`src/rtl/rcs_pkg.sv`:
```
package rcs_pkg;
  typedef enum logic [2:0] {
    S_POR_HOLD  = 3'd0,
    S_CHECK     = 3'd1,
    S_SELF_CLK  = 3'd2,
    S_STARTUP   = 3'd3,
    S_RUN       = 3'd4,
    S_STOP      = 3'd5,
    S_WAKE_CHK  = 3'd6
  } rcs_state_e;

  // A sampling window is good when it held at least min_e rising edges.
  function automatic logic window_good(input int unsigned edges, input int unsigned min_e);
    return edges >= min_e;
  endfunction

  // The count reached its last cycle (a state of n cycles ends at n-1).
  function automatic logic at_last(input int unsigned cnt, input int unsigned n);
    return cnt == n - 1;
  endfunction
endpackage

```
`src/rtl/rcs_sync.sv`:
```
module rcs_sync #(
  parameter int  STAGES  = 2,
  parameter logic RST_VAL = 1'b0
) (
  input  logic clk,
  input  logic rst_n,
  input  logic d,
  output logic q
);
  logic [STAGES-1:0] pipe;

  always_ff @(posedge clk or negedge rst_n) begin
    if (!rst_n) pipe <= {STAGES{RST_VAL}};
    else        pipe <= {pipe[STAGES-2:0], d};
  end

  assign q = pipe[STAGES-1];
endmodule

```
`src/rtl/rcs_osc_check.sv`:
```
module rcs_osc_check #(
  parameter int WIN_LEN   = 16,
  parameter int MIN_EDGES = 3,
  parameter int GOOD_WIN  = 2
) (
  input  logic clk,
  input  logic rst_n,
  input  logic osc_s,
  input  logic en,
  output logic pass,
  output logic alive
);
  import rcs_pkg::*;
  localparam int WW = $clog2(WIN_LEN + 1);
  localparam int GW = $clog2(GOOD_WIN + 1);

  logic          osc_d;
  logic [WW-1:0] win_cnt, edge_cnt;
  logic [GW-1:0] good_cnt;
  logic          rise, win_end, win_ok;

  assign rise    = osc_s & ~osc_d;
  assign win_end = at_last(int'(win_cnt), WIN_LEN);
  assign win_ok  = window_good(int'(edge_cnt) + int'(rise), MIN_EDGES);

  always_ff @(posedge clk or negedge rst_n) begin
    if (!rst_n) begin
      osc_d    <= 1'b0;
      win_cnt  <= '0;
      edge_cnt <= '0;
      good_cnt <= '0;
      alive    <= 1'b0;
    end else begin
      osc_d <= osc_s;
      if (win_end) begin
        win_cnt  <= '0;
        edge_cnt <= '0;
        alive    <= win_ok;
      end else begin
        win_cnt  <= win_cnt + 1'b1;
        edge_cnt <= edge_cnt + WW'(rise);
      end
      if (!en)
        good_cnt <= '0;
      else if (win_end)
        good_cnt <= !win_ok ? '0 :
                    (good_cnt == GW'(GOOD_WIN)) ? good_cnt : good_cnt + 1'b1;
    end
  end

  assign pass = en && (good_cnt == GW'(GOOD_WIN));
endmodule

```
`src/rtl/rcs_seq.sv`:
```
module rcs_seq #(
  parameter int WIN_LEN     = 16,
  parameter int MIN_EDGES   = 3,
  parameter int GOOD_WIN    = 2,
  parameter int CHECK_TMO   = 200,
  parameter int STARTUP_CYC = 192,
  parameter int MIN_LOW     = 2
) (
  input  logic clk,
  input  logic por_req,
  input  logic ext_rst_n,
  input  logic wake_irq,
  input  logic stop_req,
  input  logic osc_in,
  input  logic flag_wr,
  input  logic flag_wdata,
  output logic sys_rst_n,
  output logic osc_en,
  output logic clk_en,
  output logic clk_sel_self,
  output logic por_flag,
  output logic st_por_hold,
  output logic st_check,
  output logic st_self_clock,
  output logic st_startup,
  output logic st_run,
  output logic st_stop,
  output logic st_wake_check
);
  import rcs_pkg::*;
  localparam int TW = $clog2(CHECK_TMO + 1);
  localparam int SW = $clog2(STARTUP_CYC + 1);
  localparam int LW = $clog2(MIN_LOW + 1);

  // Power-on reset: asynchronous assertion, synchronous release.
  logic [1:0] por_sync;
  logic       rst_n;
  always_ff @(posedge clk or posedge por_req) begin
    if (por_req) por_sync <= 2'b00;
    else         por_sync <= {por_sync[0], 1'b1};
  end
  assign rst_n = por_sync[1];

  logic pin_s, osc_s;
  rcs_sync #(.STAGES(2), .RST_VAL(1'b1)) i_pin_sync (.clk(clk), .rst_n(rst_n), .d(ext_rst_n), .q(pin_s));
  rcs_sync #(.STAGES(2), .RST_VAL(1'b0)) i_osc_sync (.clk(clk), .rst_n(rst_n), .d(osc_in),    .q(osc_s));

  // External reset pulse-width qualification.
  logic [LW-1:0] low_cnt;
  logic          ext_hit, ext_hold;
  always_ff @(posedge clk or negedge rst_n) begin
    if (!rst_n)                      low_cnt <= '0;
    else if (pin_s)                  low_cnt <= '0;
    else if (low_cnt != LW'(MIN_LOW)) low_cnt <= low_cnt + 1'b1;
  end
  assign ext_hit  = !pin_s && (int'(low_cnt) == MIN_LOW - 1);
  assign ext_hold = !pin_s && (int'(low_cnt) >= MIN_LOW - 1);

  rcs_state_e    state, nxt;
  logic          chk_en, chk_pass, osc_alive, tmo_hit, su_done, skip_q;
  logic [TW-1:0] tmo_cnt;
  logic [SW-1:0] su_cnt;

  assign chk_en = (state == S_CHECK) || (state == S_WAKE_CHK);

  rcs_osc_check #(.WIN_LEN(WIN_LEN), .MIN_EDGES(MIN_EDGES), .GOOD_WIN(GOOD_WIN)) i_chk (
    .clk(clk), .rst_n(rst_n), .osc_s(osc_s), .en(chk_en), .pass(chk_pass), .alive(osc_alive));

  assign tmo_hit = chk_en && !chk_pass && at_last(int'(tmo_cnt), CHECK_TMO);
  assign su_done = (state == S_STARTUP) && at_last(int'(su_cnt), STARTUP_CYC);

  always_comb begin
    nxt = state;
    unique case (state)
      S_POR_HOLD: if (!ext_hold) nxt = skip_q ? S_STARTUP : S_CHECK;
      S_CHECK:    if (chk_pass) nxt = S_STARTUP; else if (tmo_hit) nxt = S_SELF_CLK;
      S_SELF_CLK: nxt = S_STARTUP;
      S_STARTUP:  if (su_done) nxt = S_RUN;
      S_RUN:      if (stop_req) nxt = S_STOP;
      S_STOP:     if (wake_irq) nxt = S_WAKE_CHK;
      S_WAKE_CHK: if (chk_pass || tmo_hit) nxt = S_RUN;
      default:    nxt = S_POR_HOLD;
    endcase
    if (ext_hit) nxt = S_POR_HOLD;
  end

  always_ff @(posedge clk or negedge rst_n) begin
    if (!rst_n) begin
      state        <= S_POR_HOLD;
      tmo_cnt      <= '0;
      su_cnt       <= '0;
      skip_q       <= 1'b0;
      clk_sel_self <= 1'b0;
      sys_rst_n    <= 1'b0;
      por_flag     <= 1'b1;
    end else begin
      state     <= nxt;
      sys_rst_n <= (nxt == S_RUN);
      tmo_cnt   <= (chk_en && nxt == state) ? tmo_cnt + 1'b1 : '0;
      su_cnt    <= (state == S_STARTUP && nxt == state) ? su_cnt + 1'b1 : '0;
      if (ext_hit)       skip_q <= osc_alive;
      if (chk_pass)      clk_sel_self <= 1'b0;
      else if (tmo_hit)  clk_sel_self <= 1'b1;
      if (flag_wr && flag_wdata) por_flag <= 1'b0;
    end
  end

  assign st_por_hold   = (state == S_POR_HOLD);
  assign st_check      = (state == S_CHECK);
  assign st_self_clock = (state == S_SELF_CLK);
  assign st_startup    = (state == S_STARTUP);
  assign st_run        = (state == S_RUN);
  assign st_stop       = (state == S_STOP);
  assign st_wake_check = (state == S_WAKE_CHK);
  assign osc_en        = (state != S_STOP);
  assign clk_en        = st_self_clock || st_startup || st_run;
endmodule

```
`config.mk`:
```
export PLATFORM = sky130hd
export DESIGN_NAME = rcs_seq
export DESIGN_NICKNAME = d
export VERILOG_FILES = /design/src/rtl/rcs_pkg.sv /design/src/rtl/rcs_sync.sv /design/src/rtl/rcs_osc_check.sv /design/src/rtl/rcs_seq.sv
export SDC_FILE = /design/constraint.sdc
export NUM_CORES = 1
export LEC_CHECK = 0
export BUFFER_PORTS_ARGS = -buffer_cell sky130_fd_sc_hd__buf_2
export CAP_MARGIN = 25
export CORE_MARGIN = 2
export CORE_UTILIZATION = 40
export CTS_CLUSTER_DIAMETER = 60
export CTS_CLUSTER_SIZE = 30
export DETAILED_ROUTE_END_ITERATION = 16
export PLACE_DENSITY = 0.71
export SLEW_MARGIN = 0
export SYNTH_ARGS = -nofsm -noshare
export SYNTH_HDL_FRONTEND = slang
export SYNTH_HIERARCHICAL = 1
export SYNTH_SLANG_ARGS = --single-unit
export TNS_END_PERCENT = 1
```
`constraint.sdc`:
```
create_clock -name clk -period 1.45 [get_ports clk]
set_clock_uncertainty 0.1 [all_clocks]
set_input_delay 0.0725 -clock clk [delete_from_list [all_inputs] [get_ports clk]]
set_output_delay 0.0725 -clock clk [all_outputs]
set_load 0.03 [all_outputs]
```
==> results.cfg <==
[global_routing]
grt_antenna_before_repair = 0
grt_first_pass_wirelength_um = 6762
grt_max_degree = 26
globalRoute.totalOverflow = 0
grt_use_total = 0.1428
via_count_of_the_first_global_routing_pass = 1622

[power_and_ir_drop]
max-vdd-ir-drop_mv = 0.7390
pwr_density_cell_nw_per_um2 = 1248
totalPowerFinal_mw = 3.692
leakage_nw = 1.484

[placement]
detailed_place_hpwl_um = 2760
placed_cells = 327
placement.cell_area_um2 = 2640
placement.io_buffers = 19
place.gp.congestion = 0.7680
setup_slack_at_placement_ns = -0.3032

[logic_synthesis]
yosysTopAreaCellShare = 0.4982
post_synth_main_area_contributors = sky130_fd_sc_hd__dfrtp_1 50%, sky130_fd_sc_hd__nor2_1 5.7%, sky130_fd_sc_hd__ha_1 5.3%
synth-edff-count = 0
netlist-cell-type-count = 46
ys_seq_area_frac = 0.5356
synth.largest_area_cell = sky130_fd_sc_hd__dfrtp_1
synth_cells = 198
mappedNetlistNets = 215
synth.cell_area_um2 = 2110
yosys_register_bits = 45
ys_async_sr_fraction = 1.000
yosys.cell_count.top_type = sky130_fd_sc_hd__dfrtp_1
synth.cells.most_frequent = 42 x sky130_fd_sc_hd__dfrtp_1, 32 x sky130_fd_sc_hd__nor2_1, 15 x sky130_fd_sc_hd__nand2_1
synth_warnings = 6
yosys_most_used_dff = sky130_fd_sc_hd__dfrtp_1
syn-mean-instance-area_um2 = 10.65

[final_layout]
drive_above_1_share = 0.4265
area_growth_syn_to_layout_pct = 40.21
antenna_cells_inserted = 0
design_area_um2 = 2958
final_core_density = 0.5791
area.sequential_um2 = 1134
nets = 288
combined_area_of_the_multi_input_logic_cells_um2 = 1066
stdcell_count = 342
fillerInstances = 437

[route]
via_per_inst = 4.608
count_of_antenna_violating_nets_left_after_detailed_routing = 0
drt_pre_antenna_iters = 4
drt-total-wl_um = 3786
drt-initial-drc-count = 47
vias = 1576
detail_route.wl_per_cell_um = 11.07
drc_violations_left = 0

[floorplanning]
core-area_um2 = 5107
starting_density = 0.4130
std_cell_rows = 26
design.portCount = 20
die_outline_area_um2 = 5871
dieWidth_um = 76.62
dieHeight_um = 76.62

[critical_path]
path_depth = 6
critPathMaxFanout = 3
path_buf_inv = 0
crit_path_cell_trace = nor2b_2 > ha_2 > ha_4 > a211o_1 > o22ai_2 > a21boi_2
path_delay_family = compound AO/OA/AOI/OAI gates
timing.critical_path.required_ns = 1.53
endpoint_kind = flip-flop
worst-setup-path-type = reg -> reg
cp.arrival_ns = 1.81
r2r_cells = 6
worst_path_largest_cell_delay_ns = 0.37
critical_path.slowest_cell = sky130_fd_sc_hd__dfrtp_1
cp-start-kind = flip-flop

[sta]
final_hold_viol_count = 0
final.setup.tns_ns = -3.566
layout_min_cycle_time_ns = 1.735
worst_slack_ns = -0.2847
report.final.slew_viol_count = 0
final_min_period_over_clock_period = 1.196
setup_repair_after_global_routing_missed_its_margin = yes
max_clock_freq_ghz = 0.5765
setup_violations = 33
worst_hold_slack_ns = 0.05233

[clocking]
cts_num_sinks = 45
clock-root-buffer = sky130_fd_sc_hd__clkbuf_8
htree_levels = 2
clock_pin_slew_on_the_worst_setup_and_hold_paths_ns = 0.08
cts_tree = done
max-clock-path-buffers = 2
cts_inserted_buffers = 5
clock_insertion_delay_worst_skew_ns = 0.29

[flow_run]
max-cap-violations = 0

[worst_hold_path]
min_delay_path_depth = 3
hold_path.class = in -> reg

[status]
violations = setup timing
outcome = complete, but fails checks
-- metal layers --
layer / track usage / routed length, µm
met1: 0.1699 / 1721
met2: 0.2460 / 1884
met3: 0.03199 / 93
met4: 0.06545 / 86
met5: 0 / 0
-- state kept, by name, summed over array words and instances (netlist names), 2 cells and up --
register / flops
i_chk/edge_cnt: 5
su_cnt: 8
i_chk/good_cnt: 2
por_sync: 2
i_chk/win_cnt: 5
tmo_cnt: 8
i_osc_sync/pipe: 2
low_cnt: 2
state: 3
i_pin_sync/pipe: 2
-- layout make-up --
class | instances | share of cell area
Inverter | 10 | 0.01269
Clock buffer | 8 | 0.03046
Timing Repair Buffer | 71 | 0.1836
Tap cell | 70 | 0.02961
Multi-Input combinational cell | 138 | 0.3604
Sequential cell | 45 | 0.3832
-- worst min-delay path, cell delays in order --
cell,delay [ns]
sky130_fd_sc_hd__buf_2,0.10
sky130_fd_sc_hd__o211a_1,0.19
sky130_fd_sc_hd__a21oi_2,0.06
-- power by group --
| part | leakage, nW | total (mW) | switching, mW | internal [mW] |
|---|---|---|---|---|
| clock network | 0.0455 | 0.775 | 0.386 | 0.389 |
| logic | 0.856 | 1.40 | 0.691 | 0.708 |
| registers | 0.582 | 1.52 | 0.116 | 1.40 |
-- cells by family after synthesis --
family          after synthesis  share of synthesized area
compound gates               21                    0.07176
xor+xnor                     18                    0.07473
fa+ha+maj                     9                    0.05338
buf+inv                      15                    0.03084
flops                        45                     0.5356
mux                           3                    0.01483
other cells                   1                   0.001778
simple gates                 86                     0.2171
-- layout by cell type, fill, tap and decap left out, types with 3 or more instances in the layout --
cell type / n
sky130_fd_sc_hd__buf_6: 6
sky130_fd_sc_hd__nor2_1: 26
sky130_fd_sc_hd__ha_4: 3
sky130_fd_sc_hd__clkbuf_8: 6
sky130_fd_sc_hd__o21ai_1: 3
sky130_fd_sc_hd__xnor2_1: 6
sky130_fd_sc_hd__dlygate4sd3_1: 4
sky130_fd_sc_hd__dfrtp_1: 39
sky130_fd_sc_hd__a21boi_1: 3
sky130_fd_sc_hd__nor2_2: 5
sky130_fd_sc_hd__buf_2: 11
sky130_fd_sc_hd__buf_4: 49
sky130_fd_sc_hd__ha_1: 5
sky130_fd_sc_hd__dfstp_2: 3
sky130_fd_sc_hd__nand2b_1: 3
sky130_fd_sc_hd__inv_1: 9
sky130_fd_sc_hd__nand2_1: 13
sky130_fd_sc_hd__xor2_1: 11
sky130_fd_sc_hd__and2_2: 3
sky130_fd_sc_hd__nand3_1: 8
sky130_fd_sc_hd__dfrtp_2: 3
-- what timing repair did --
action / CTS / global route
endpoints found under the hold margin: 5 / 0
resized for setup: 29 / 17
setup buffers: 1 / 1
pin swaps: 18 / 5
setup endpoints to repair: 35 / 38
hold buffers: 5 / 0
-- worst paths after layout --
| check | startpoint | end | slack [ns] |
|---|---|---|---|
| worst max-delay path | i_osc_sync/pipe[1]$_DFF_PN0_ | i_chk/good_cnt[0]$_DFFE_PN0P_ | -0.28 |
| worst min-delay path | wake_irq | state[0]$_DFF_PN0_ | 0.05 |
| worst max register to register | i_osc_sync/pipe[1]$_DFF_PN0_ | i_chk/good_cnt[0]$_DFFE_PN0P_ | -0.28 |
| worst min register to register | por_sync[1]$_DFF_PP0_ | state[2]$_DFF_PN0_ | 0.12 |
| max in group asynchronous | por_sync[1]$_DFF_PP0_ | i_pin_sync/pipe[0]$_DFF_PN1_ | 0.81 |
| min in group asynchronous | por_req | por_sync[0]$_DFF_PP0_ | 0.08 |
No activity file was read; power rests on OpenSTA's default activity.
